File: src/rtl/rxtop_pkg.sv
package rxtop_pkg;

    typedef enum logic [1:0] {
        ST_IDLE,
        ST_LOAD,
        ST_READY,
        ST_ACK
    } rxtop_state_e;

    localparam int unsigned EW_W = 5;

    // Two header words plus payload words selected by the size code.
    function automatic logic [EW_W-1:0] elem_words(input logic [2:0] code);
        logic [EW_W-1:0] pay;
        unique case (code)
            3'd0: pay = 5'd2;
            3'd1: pay = 5'd3;
            3'd2: pay = 5'd4;
            3'd3: pay = 5'd5;
            3'd4: pay = 5'd6;
            3'd5: pay = 5'd8;
            3'd6: pay = 5'd12;
            3'd7: pay = 5'd16;
        endcase
        return pay + 5'd2;
    endfunction

endpackage

File: src/rtl/rxtop_geom.sv
module rxtop_geom
    import rxtop_pkg::*;
#(
    parameter int unsigned ADDR_W = 12,
    parameter int unsigned IDX_W  = 6
) (
    input  logic [2:0]        dsize_code,
    input  logic [ADDR_W-1:0] fifo_start,
    input  logic [IDX_W:0]    fifo_size,
    input  logic [IDX_W-1:0]  get_idx,
    output logic [EW_W-1:0]   last_word,
    output logic [ADDR_W-1:0] base_addr,
    output logic [ADDR_W:0]   end_addr
);
    localparam int unsigned SUM_W  = ADDR_W + 1;
    localparam int unsigned PROD_W = IDX_W + 1 + EW_W;

    logic [EW_W-1:0]   ew;
    logic [PROD_W-1:0] idx_off;
    logic [PROD_W-1:0] span;
    logic [SUM_W-1:0]  base_sum;

    always_comb begin
        ew        = elem_words(dsize_code);
        last_word = ew - EW_W'(1);
        idx_off   = PROD_W'(get_idx) * PROD_W'(ew);
        span      = PROD_W'(fifo_size) * PROD_W'(ew);
        base_sum  = SUM_W'(fifo_start) + SUM_W'(idx_off);
        base_addr = base_sum[ADDR_W-1:0];
        end_addr  = SUM_W'(fifo_start) + SUM_W'(span);
    end

endmodule

File: src/rtl/rxtop_fsm.sv
module rxtop_fsm
    import rxtop_pkg::*;
(
    input  logic         clk,
    input  logic         rst_n,
    input  logic         tp_en,
    input  logic         se_ok,
    input  logic         at_last,
    output rxtop_state_e state,
    output logic         load,
    output logic         step,
    output logic         ack_valid
);
    rxtop_state_e nxt;

    always_ff @(posedge clk or negedge rst_n) begin
        if (!rst_n) state <= ST_IDLE;
        else        state <= nxt;
    end

    always_comb begin
        nxt       = state;
        load      = 1'b0;
        step      = 1'b0;
        ack_valid = 1'b0;
        unique case (state)
            ST_IDLE: begin
                if (tp_en) nxt = ST_LOAD;
            end
            ST_LOAD: begin
                load = tp_en;
                nxt  = tp_en ? ST_READY : ST_IDLE;
            end
            ST_READY: begin
                if (!tp_en) begin
                    nxt = ST_IDLE;
                end else if (se_ok) begin
                    step = 1'b1;
                    if (at_last) nxt = ST_ACK;
                end
            end
            ST_ACK: begin
                ack_valid = 1'b1;
                nxt       = tp_en ? ST_LOAD : ST_IDLE;
            end
        endcase
    end

    // the acknowledge strobe lasts exactly one cycle
    p_ack_single_r5: assert property (@(posedge clk) disable iff (!rst_n)
        ack_valid |=> !ack_valid);

    // an acknowledge is always followed by a reload or disable
    p_ack_then_load_r5: assert property (@(posedge clk) disable iff (!rst_n)
        (state == ST_ACK && tp_en) |=> state == ST_LOAD);

    // dropping the enable leaves the serving state
    p_disable_idle_r10: assert property (@(posedge clk) disable iff (!rst_n)
        (state == ST_READY && !tp_en) |=> state == ST_IDLE);

endmodule

File: src/rtl/rxtop_ptr.sv
module rxtop_ptr
    import rxtop_pkg::*;
#(
    parameter int unsigned ADDR_W = 12
) (
    input  logic              clk,
    input  logic              rst_n,
    input  logic              load,
    input  logic              step,
    input  logic [ADDR_W-1:0] base_addr,
    input  logic [ADDR_W:0]   end_addr,
    input  logic [ADDR_W-1:0] fifo_start,
    input  logic [EW_W-1:0]   last_word,
    output logic [ADDR_W-1:0] top_addr,
    output logic [EW_W-1:0]   wcnt,
    output logic              at_last
);
    localparam int unsigned SUM_W = ADDR_W + 1;

    logic [SUM_W-1:0] inc;

    assign at_last = (wcnt == last_word);
    assign inc     = SUM_W'(top_addr) + SUM_W'(1);

    always_ff @(posedge clk or negedge rst_n) begin
        if (!rst_n) begin
            top_addr <= '0;
            wcnt     <= '0;
        end else if (load) begin
            top_addr <= base_addr;
            wcnt     <= '0;
        end else if (step) begin
            top_addr <= (inc == end_addr) ? fifo_start : inc[ADDR_W-1:0];
            wcnt     <= at_last ? '0 : wcnt + EW_W'(1);
        end
    end

    // a load places the base address and clears the word counter
    p_load_base_r3: assert property (@(posedge clk) disable iff (!rst_n)
        load |=> (top_addr == $past(base_addr) && wcnt == '0));

    // a mid-message step advances the word counter by one
    p_step_count_r2: assert property (@(posedge clk) disable iff (!rst_n)
        (step && !at_last) |=> wcnt == $past(wcnt) + EW_W'(1));

    // the last word restarts the word counter
    p_last_restart_r5: assert property (@(posedge clk) disable iff (!rst_n)
        (step && at_last) |=> wcnt == '0);

endmodule

File: src/rtl/rx_fifo_top_reader.sv
module rx_fifo_top_reader
    import rxtop_pkg::*;
#(
    parameter int unsigned ADDR_W = 12,
    parameter int unsigned IDX_W  = 6,
    parameter int unsigned DATA_W = 32
) (
    input  logic              clk,
    input  logic              rst_n,
    input  logic              rd_req,
    input  logic              rd_dbg,
    output logic [DATA_W-1:0] rd_data,
    input  logic              cfg_mode,
    input  logic              tp_en,
    input  logic [IDX_W:0]    fill_lvl,
    input  logic [IDX_W-1:0]  get_idx,
    input  logic [ADDR_W-1:0] fifo_start,
    input  logic [IDX_W:0]    fifo_size,
    input  logic [2:0]        dsize_code,
    output logic [ADDR_W-1:0] ram_addr,
    input  logic [DATA_W-1:0] ram_rdata,
    output logic              ack_valid,
    output logic [IDX_W-1:0]  ack_idx
);
    rxtop_state_e      state;
    logic              load;
    logic              step;
    logic              at_last;
    logic              se_ok;
    logic [EW_W-1:0]   last_word;
    logic [EW_W-1:0]   wcnt;
    logic [ADDR_W-1:0] base_addr;
    logic [ADDR_W:0]   end_addr;
    logic [ADDR_W-1:0] top_addr;
    logic [IDX_W-1:0]  ack_idx_q;

    assign se_ok    = rd_req && !rd_dbg && !cfg_mode && (fill_lvl != '0);
    assign ram_addr = top_addr;
    assign ack_idx  = ack_idx_q;

    rxtop_geom #(.ADDR_W(ADDR_W), .IDX_W(IDX_W)) u_geom (
        .dsize_code (dsize_code),
        .fifo_start (fifo_start),
        .fifo_size  (fifo_size),
        .get_idx    (get_idx),
        .last_word  (last_word),
        .base_addr  (base_addr),
        .end_addr   (end_addr)
    );

    rxtop_fsm u_fsm (
        .clk       (clk),
        .rst_n     (rst_n),
        .tp_en     (tp_en),
        .se_ok     (se_ok),
        .at_last   (at_last),
        .state     (state),
        .load      (load),
        .step      (step),
        .ack_valid (ack_valid)
    );

    rxtop_ptr #(.ADDR_W(ADDR_W)) u_ptr (
        .clk        (clk),
        .rst_n      (rst_n),
        .load       (load),
        .step       (step),
        .base_addr  (base_addr),
        .end_addr   (end_addr),
        .fifo_start (fifo_start),
        .last_word  (last_word),
        .top_addr   (top_addr),
        .wcnt       (wcnt),
        .at_last    (at_last)
    );

    always_ff @(posedge clk or negedge rst_n) begin
        if (!rst_n) begin
            rd_data   <= '0;
            ack_idx_q <= '0;
        end else begin
            if (rd_req)           rd_data   <= tp_en ? ram_rdata : '0;
            if (step && at_last)  ack_idx_q <= get_idx;
        end
    end

    // a read with the feature off returns zero
    p_off_zero_r10: assert property (@(posedge clk) disable iff (!rst_n)
        (rd_req && !tp_en) |=> rd_data == '0);

    // a debug read never moves the top address
    p_dbg_hold_r9: assert property (@(posedge clk) disable iff (!rst_n)
        (state == ST_READY && rd_dbg) |=> $stable(ram_addr));

    // an empty FIFO never moves the top address
    p_empty_hold_r8: assert property (@(posedge clk) disable iff (!rst_n)
        (state == ST_READY && fill_lvl == '0) |=> $stable(ram_addr));

    // configuration mode never moves the top address
    p_cfg_hold_r7: assert property (@(posedge clk) disable iff (!rst_n)
        (state == ST_READY && cfg_mode) |=> $stable(ram_addr));

    // the strobe carries the index of the message just finished
    p_ack_index_r5: assert property (@(posedge clk) disable iff (!rst_n)
        (step && at_last) |=> (ack_valid && ack_idx == $past(get_idx)));

endmodule

File: config.mk
export PLATFORM = sky130hd
export DESIGN_NAME = rx_fifo_top_reader
export DESIGN_NICKNAME = d
export VERILOG_FILES = /design/src/rtl/rxtop_pkg.sv /design/src/rtl/rxtop_geom.sv /design/src/rtl/rxtop_fsm.sv /design/src/rtl/rxtop_ptr.sv /design/src/rtl/rx_fifo_top_reader.sv
export SDC_FILE = /design/constraint.sdc
export NUM_CORES = 1
export LEC_CHECK = 0
export ABC_AREA = 1
export CAP_MARGIN = 25
export CORE_UTILIZATION = 45
export CTS_CLUSTER_SIZE = 12
export DETAILED_ROUTE_END_ITERATION = 10
export PLACE_DENSITY = 0.82
export SYNTH_ARGS = -nofsm -noshare
export SYNTH_HDL_FRONTEND = slang
export SYNTH_SLANG_ARGS = --single-unit
File: constraint.sdc
create_clock -name clk -period 3.7 [get_ports clk]
set_input_delay 0.37 -clock clk [delete_from_list [all_inputs] [get_ports clk]]
set_output_delay 0.37 -clock clk [all_outputs]
set_load 0.05 [all_outputs]
==> summary.txt, run 1 <==
Worst setup path
  – R2r endpoint: u_ptr.top_addr[1]
  – Worst r2r src: u_ptr.top_addr[0]
  – CP arrival: around 4.7 ns
  – Slowest-stage cell, CP: fa_1
  – Buf/Inv on CP: 6
  – R2R setup slack: 1.14 ns
  – CP top delay family: adder cells
  – Crit path required time: around 4 ns
  – CP dominant cell by count: nand2_2
  – Crit-path max FO: 8
  – CP max stage delay: roughly 0.53 ns
  – Worst reg2reg path depth: 13
  – Crit path kind: input port to register
  – Startpoint Class: input port
  – Crit path capture type: register

STA
  – Post-route clock period utilization: 1.222
  – Clk_skew: approximately 0.0025 ns
  – Crit path time final: between 4 and 5 ns
  – Slew Viols, Final: 0
  – Worst slew margin: 0.3649
  – Final WS setup: -0.8197 ns
  – Hold_ws: 0.07114 ns
  – Final setup viols: 12
  – Fmax: 0.2213 GHz
  – Worst-Margin Slew: approximately 0.95 ns
  – Unrepaired setup endpoints after global routing: yes
  – Final hold violations: 0

Global route
  – Pin count of the biggest net entering global routing: 35
  – Vias in the first global route: ~6500
  – Initial antenna violation count: 0
  – First-pass GRT wire length: a little over 30 mm
  – GRT Util Overall: 0.2720
  – Gr ovfl total: 0

Final layout
  – Layout cell share with drive strength beyond 1: 0.2165
  – Non-Filler Instances: around 1300
  – Antenna Cells: 0
  – Final core utilization: 0.6712
  – # fillers: about 1000
  – Nets: approximately 1200
  – Area growth syn-to-layout: 44.35%

Clock tree
  – Clock transition at path regs: 0.05 ns
  – Clock H-tree levels: 3
  – Hold Buf Count CTS: 0
  – CTS tree: done
  – Clk Latency, worst-skew pair: 0.32 ns
  – Clk buf depth: 2
  – CTS root buf: clkbuf_16
  – CTS Sinks: 57
  – CTS Buf Count: 9

Floorplanning
  – DIE HEIGHT: around 120 µm
  – Rows: 42
  – Initial Util: 0.4649
  – I/O pin count: approximately 120
  – Core ar.: 0.01335 mm²
  – Die Area: about 0.014 mm²
  – Chip Width: 119.4 µm

Placed design
  – DP Worst Slack: -1.634 ns
  – Placed Instances: approximately 1200
  – GPL Wtd Cong: 0.8861
  – Post-DP HPWL: 14.45 mm
  – Port Buffer Count: 123

Power
  – Sw frac: 0.4867
  – Clock network fraction of design power: 0.157
  – Part of the power in registers: 0.165
  – Pwr per Cell Area: 582.7 mW/mm²
  – Worst-case vdd ir drop: 0.2994 mV
  – Total power: ~5200 µW
  – Psw: between 2000 and 3000 µW
  – Leakage power: 0.004653 µW
  – Int Power: between 2000 and 3000 µW
  – Part of the power in combinational logic: 0.677

Yosys
  – Yosys top cell area share: 0.2298
  – Netlist cell types: 41
  – Post-Syn Nets: approximately 1000
  – Flops & latches, synth: 57
  – Top cells by area, synth: dfrtp_1 (23%), nand2_1 (17%), fa_1 (15%), ha_1 (9.7%), inv_1 (8.3%)
  – Largest area contributor in the netlist: dfrtp_1
  – Synthesized cell area: ~0.0062 mm²
  – Average size of a mapped cell: 7.166 µm²
  – Cell count after synthesis: about 870
  – Synth async-reset ratio: 1.000
  – Post-synth top flop: dfrtp_1
  – Yosys warns: 0
  – Seq/Total Area, Yosys: 0.2298
  – EDFF count, synth: 0

Drt
  – Starting DRC count in detailed routing: about 450
  – Residual DRC: 0
  – DRT Pass-1 Iters: 6
  – Via/cell ratio: around 5.2
  – DR vias: around 6600
  – Antenna viol nets, final: 0
  – Final WL: approximately 19 mm
  – Drt wl/cell: between 15 and 20 µm

Flow run
  – Total of max-cap violations: 0

Status
  – Violated checks: negative setup slack
  – Run status: complete, but fails checks

Min path
  – Worst hold path class: input port to async pin
[cells in the mapped netlist (11+ instances only)]
cell,instances
nand2_2,16
dfrtp_1,57
o21ai_0,11
ha_1,48
nand3_1,83
nand4_1,14
nor2_1,52
nand2_1,284
fa_1,46
inv_1,138
clkbuf_1,13
xor2_1,12
a21oi_1,11
[power by group through the flow]
stage / Clock (µW) / Sequential, µW / Combinational, µW
floorplan: 0 / 1120 / 1900
global placement: 0 / 864 / 3020
detailed placement: 0 / 871 / 3080
CTS: 827 / 860 / 3330
global route: 858 / 878 / 3830
finish: 821 / 864 / 3540
[area by class of cell]
cell class              count  area (µm²)  share of cell area
repair buffers            212        1927              0.2151
clock buffers              11       242.7             0.02710
clock inverters             5       55.05            0.006145
well taps                 176       220.2             0.02458
flip-flops and latches     57        1426              0.1592
multi-input cells         643        4504              0.5028
inverters                 148       583.1             0.06508
[routing by layer]
layer  routed length, µm  up-vias  track usage  share of wire
li1                    -     3104            -              -
met1                7850     3092       0.3385           0.41
met2                9479      280       0.4749           0.49
met3                1082       77      0.03305          0.056
met4                 879        0       0.1148          0.046
met5                   0        -            0              0
[state kept, by name (all words and copies together) (netlist names)]
signal          cells
rd_data            32
u_ptr.top_addr     12
u_ptr.wcnt          5
ack_idx             6
u_fsm.state         2
[cell usage in the layout, fill, tap and decap left out, drive strengths merged, types with 12 or more instances in the layout]
master / instances
nor2: 61
nand3: 91
inv: 146
nand4: 14
o21ai: 22
a21oi: 16
ha: 48
xor2: 12
fa: 46
buf: 93
dfrtp: 57
nand2: 301
clkdlybuf4s50: 119
[repair_timing]
action	CTS	global route
setup endpoints to repair	12	12
gates cloned	1	0
gates resized for setup	41	38
pin swaps	52	51
buffers inserted	10	6
[metrics by stage]
| step | setup TNS, ns | instance area [µm²] |
|---|---|---|
| finish | -9.046 | 8959 |
| floorplan | -8.313 | 6407 |
| global placement | -17.73 | 8287 |
| global route | -11.34 | 8959 |
| CTS | -8.830 | 8807 |
| detailed placement | -18.72 | 8287 |
[how the worst max path moves through the flow]
stage	cells after the start	from	endpoint	slack [ns]
floorplan	27	dsize_code[1]	u_ptr.top_addr[0]	-0.80
global placement	25	dsize_code[0]	u_ptr.top_addr[0]	-1.54
detailed placement	26	dsize_code[1]	u_ptr.top_addr[0]	-1.63
CTS	28	dsize_code[1]	u_ptr.top_addr[0]	-0.77
global route	29	dsize_code[1]	u_ptr.top_addr[1]	-0.99
finish	27	dsize_code[1]	u_ptr.top_addr[1]	-0.82
[kinds of logic (layout without fill, tap and decap cells)]
group                    Yosys count  count (layout)  share of synthesized area
AND/OR/NAND/NOR                  479             480                     0.3448
XOR/XNOR                          15              15                    0.02117
buffers and inverters            167             376                     0.1050
flip-flops                        57              57                     0.2298
adder cells (fa/ha/maj)           94              94                     0.2452
AO/OA/AOI/OAI                     54              54                    0.05403
Note: power is estimated with default switching activity, not from simulation.
==> inputs of run 2 (changes only) <==
CTS_CLUSTER_DIAMETER = 100   (was not set)
==> results of run 2 <==
The final DEF is identical to that of run 1; final timing and power are the same.
==> inputs of run 3 (changes only) <==
ABC_CLOCK_PERIOD_IN_PS = 3700   (was not set)
CTS_BUF_LIST = sky130_fd_sc_hd__clkbuf_2 sky130_fd_sc_hd__clkbuf_4 sky130_fd_sc_hd__clkbuf_8   (was not set)
==> run 3 against run 2 <==
  * The run still ends with negative setup slack left
  * First-iteration DRC count grew 3.3%
  * Register-to-register slack gained 0.05 ns
  * Die area is the same
  * Cell count shrank 0.32%
  * Via count shrank 2.6%
  * Global-route usage shrank 1.3 points
  * Combinational power shrank 4%
  * Total power shrank 7.0%
  * Final area shrank 2.0%
  * Maximum frequency grew 2.7%
  * Largest cell class unchanged
==> summary.txt, run 3 (synthesized netlist as in run 1, its figures left out) <==
Placed design
  – Port Buffer Count: 123 (unchanged)
  – GPL Wtd Cong: 0.8861 (unchanged)
  – Post-DP HPWL: 14.45 mm (unchanged)
  – DP Area: 0.008287 mm² (unchanged)
  – Placed Instances: 1220 (unchanged)

Drt
  – Drt wl/cell: 14.70 µm (was 15.41 µm)
  – Antenna viol nets, final: 0 (unchanged)
  – Starting DRC count in detailed routing: 469 (was 454)
  – DRT Pass-1 Iters: 5 (was 6)
  – Residual DRC: 0 (unchanged)
  – Via/cell ratio: 5.114 (was 5.234)
  – Final WL: 18.35 mm (was 19.29 mm)
  – DR vias: 6382 (was 6553)

STA
  – Unrepaired setup endpoints after global routing: yes (unchanged)
  – Hold_ws: 0.04311 ns (was 0.07114 ns)
  – Worst-Margin Slew: 0.9694 ns (was 0.9517 ns)
  – Slew Viols, Final: 0 (unchanged)
  – Worst slew margin: 0.3530 (was 0.3649)
  – Crit path time final: 4.401 ns (was 4.520 ns)
  – Final setup viols: 12 (unchanged)
  – Final hold violations: 0 (unchanged)
  – Clk_skew: 0.006714 ns (was 0.002486 ns)
  – Fmax: 0.2272 GHz (was 0.2213 GHz)
  – Final WS setup: -0.7009 ns (was -0.8197 ns)
  – Post-route clock period utilization: 1.189 (was 1.222)

Worst setup path
  – R2r endpoint: u_ptr.top_addr[11] (was u_ptr.top_addr[1])
  – CP max stage delay: 0.51 ns (was 0.53 ns)
  – Crit path kind: input port to register (unchanged)
  – Crit-path max FO: 8 (unchanged)
  – CP top delay family: adder cells (unchanged)
  – Critical Path Start: dsize_code[0] (was dsize_code[1])
  – CP arrival: 4.68 ns (was 4.71 ns)
  – CP dominant cell by count: nand2_1 (was nand2_2)
  – CP endpoint: u_ptr.top_addr[11] (was u_ptr.top_addr[1])
  – Levels on crit path: 29 (was 27)
  – Slowest-stage cell, CP: fa_1 (unchanged)
  – Buf/Inv on CP: 6 (unchanged)
  – Crit path required time: 3.97 ns (was 3.89 ns)
  – Crit path capture type: register (unchanged)
  – Worst reg2reg path depth: 15 (was 13)
  – Startpoint Class: input port (unchanged)
  – R2R setup slack: 1.19 ns (was 1.14 ns)
  – Worst r2r src: u_ptr.top_addr[0] (unchanged)

Global route
  – Vias in the first global route: 6235 (was 6463)
  – GRT Util Overall: 0.2592 (was 0.2720)
  – Pin count of the biggest net entering global routing: 35 (unchanged)
  – Gr ovfl total: 0 (unchanged)
  – Initial antenna violation count: 0 (unchanged)
  – First-pass GRT wire length: 29.62 mm (was 30.87 mm)

Power
  – Worst-case vdd ir drop: 0.2274 mV (was 0.2994 mV)
  – Int Power: 2422 µW (was 2679 µW)
  – Pwr per Cell Area: 552.9 mW/mm² (was 582.7 mW/mm²)
  – Part of the power in combinational logic: 0.701 (was 0.677)
  – Sw frac: 0.5011 (was 0.4867)
  – Clock network fraction of design power: 0.122 (was 0.157)
  – Leakage power: 0.004576 µW (was 0.004653 µW)
  – Psw: 2433 µW (was 2541 µW)
  – Part of the power in registers: 0.177 (was 0.165)

Clock tree
  – CTS tree: done (unchanged)
  – Clk buf depth: 2 (unchanged)
  – Clock transition at path regs: 0.07 ns (was 0.05 ns)
  – CTS root buf: clkbuf_8 (was clkbuf_16)
  – CTS Sinks: 57 (unchanged)
  – Clk Latency, worst-skew pair: 0.33 ns (was 0.32 ns)
  – CTS Buf Count: 9 (unchanged)
  – Clock H-tree levels: 3 (unchanged)

Final layout
  – Non-Filler Instances: 1248 (was 1252)
  – Most flops, register: rd_data (unchanged)
  – Most frequent cells in the layout: nand2_1 (255), inv_1 (131), clkdlybuf4s50_1 (119) (was nand2_1 (255), inv_1 (130), clkdlybuf4s50_1 (119))
  – Layout cell share with drive strength beyond 1: 0.2118 (was 0.2165)
  – Nets: 1234 (was 1238)
  – Final instance area: 0.008781 mm² (was 0.008959 mm²)
  – Largest register FFs: 32 (unchanged)
  – Most common cell after layout, fill and taps aside: nand2_1 (unchanged)
  – Area growth syn-to-layout: 41.49% (was 44.35%)
  – Antenna Cells: 0 (unchanged)

Min path
  – Worst hold path class: input port to async pin (unchanged)

Floorplanning
  – Chip Width: 119.4 µm (unchanged)
  – Initial Util: 0.4649 (unchanged)
  – Rows: 42 (unchanged)
  – DIE HEIGHT: 119.4 µm (unchanged)
  – I/O pin count: 124 (unchanged)
  – Core ar.: 0.01335 mm² (unchanged)
  – Die Area: 0.01426 mm² (unchanged)

Flow run
  – Total of max-cap violations: 0 (unchanged)

Status
  – Run status: complete, but fails checks (unchanged)
  – Violated checks: negative setup slack (unchanged)
## run 3: changes by cell type in the layout (fill, tap and decap cells not counted), moves of 3 or more
cell,previous run,this run
inv_2,12,9
clkbuf_8,1,10
buf_4,83,80
inv_4,1,4
clkbuf_16,9,0
## run 3: what timing repair did
item / 4_1_cts / 5_1_grt
gates resized for setup: 33 / 39
hold buffers: 0 / 0
cloned: 1 / 0
pin swaps: 38 / 45
setup buffers: 6 / 6
hold endpoints to repair: 0 / 0
setup endpoints to repair: 12 / 12
## run 3: layout make-up
class / instances / area [µm²]
inverters: 148 / 585.6
flip-flops and latches: 57 / 1426
multi-input cells: 643 / 4459
clock inverters: 5 / 55.05
fillers: 1102 / 4567
clock buffers: 11 / 145.1
well taps: 176 / 220.2
repair buffers: 208 / 1889
## run 3: how the worst min path moves through the flow
stage,depth (start not counted),start,to
6_report,1,rst_n,rd_data[27]
5_1_grt,1,rst_n,rd_data[27]
4_1_cts,1,rst_n,rd_data[27]
3_5_place_dp,1,rst_n,rd_data[27]
3_3_place_gp,1,rst_n,rd_data[27]
2_1_floorplan,0,rst_n,ack_idx[0]
## run 3: through the flow
step           utilization  setup TNS (ns)  total power, µW  setup WS, ns
4_1_cts             0.6461          -8.522             4658       -0.7356
3_3_place_gp        0.6208          -17.73             3880        -1.544
5_1_grt             0.6579          -10.68             5227       -0.9199
2_1_floorplan            -          -8.313             3020       -0.7978
3_5_place_dp        0.6208          -18.72             3954        -1.634
6_report            0.6579          -8.019             4855       -0.7009
## run 3: routing by layer
layer | wire [µm] | part of all wire | GRT usage | up-vias
li1 | - | - | - | 3096
met1 | 7670 | 0.42 | 0.3348 | 2965
met2 | 9026 | 0.49 | 0.4553 | 268
met3 | 1137 | 0.062 | 0.02874 | 53
met4 | 512 | 0.028 | 0.07734 | 0
met5 | 0 | 0 | 0 | -
## run 3: power by group through the flow
stage          Sequential (µW)  Clock [µW]  Combinational [µW]
6_report                   861         590                3400
5_1_grt                    878         622                3730
4_1_cts                    860         599                3200
3_5_place_dp               871           0                3080
3_3_place_gp               864           0                3020
2_1_floorplan             1120           0                1900
## run 3: worst register-to-register path, cell delays in order (launching register included)
cell	delay, ns
dfrtp_1	0.56
ha_1	0.29
inv_1	0.10
o21bai_1	0.20
nand2_1	0.14
nand2_1	0.08
nand3_1	0.10
nor2_4	0.16
nand3_4	0.11
nor2_8	0.16
nand3_4	0.15
nand2_1	0.11
nand3_1	0.10
nand2_1	0.09
nand2_1	0.04
nand2_1	0.07
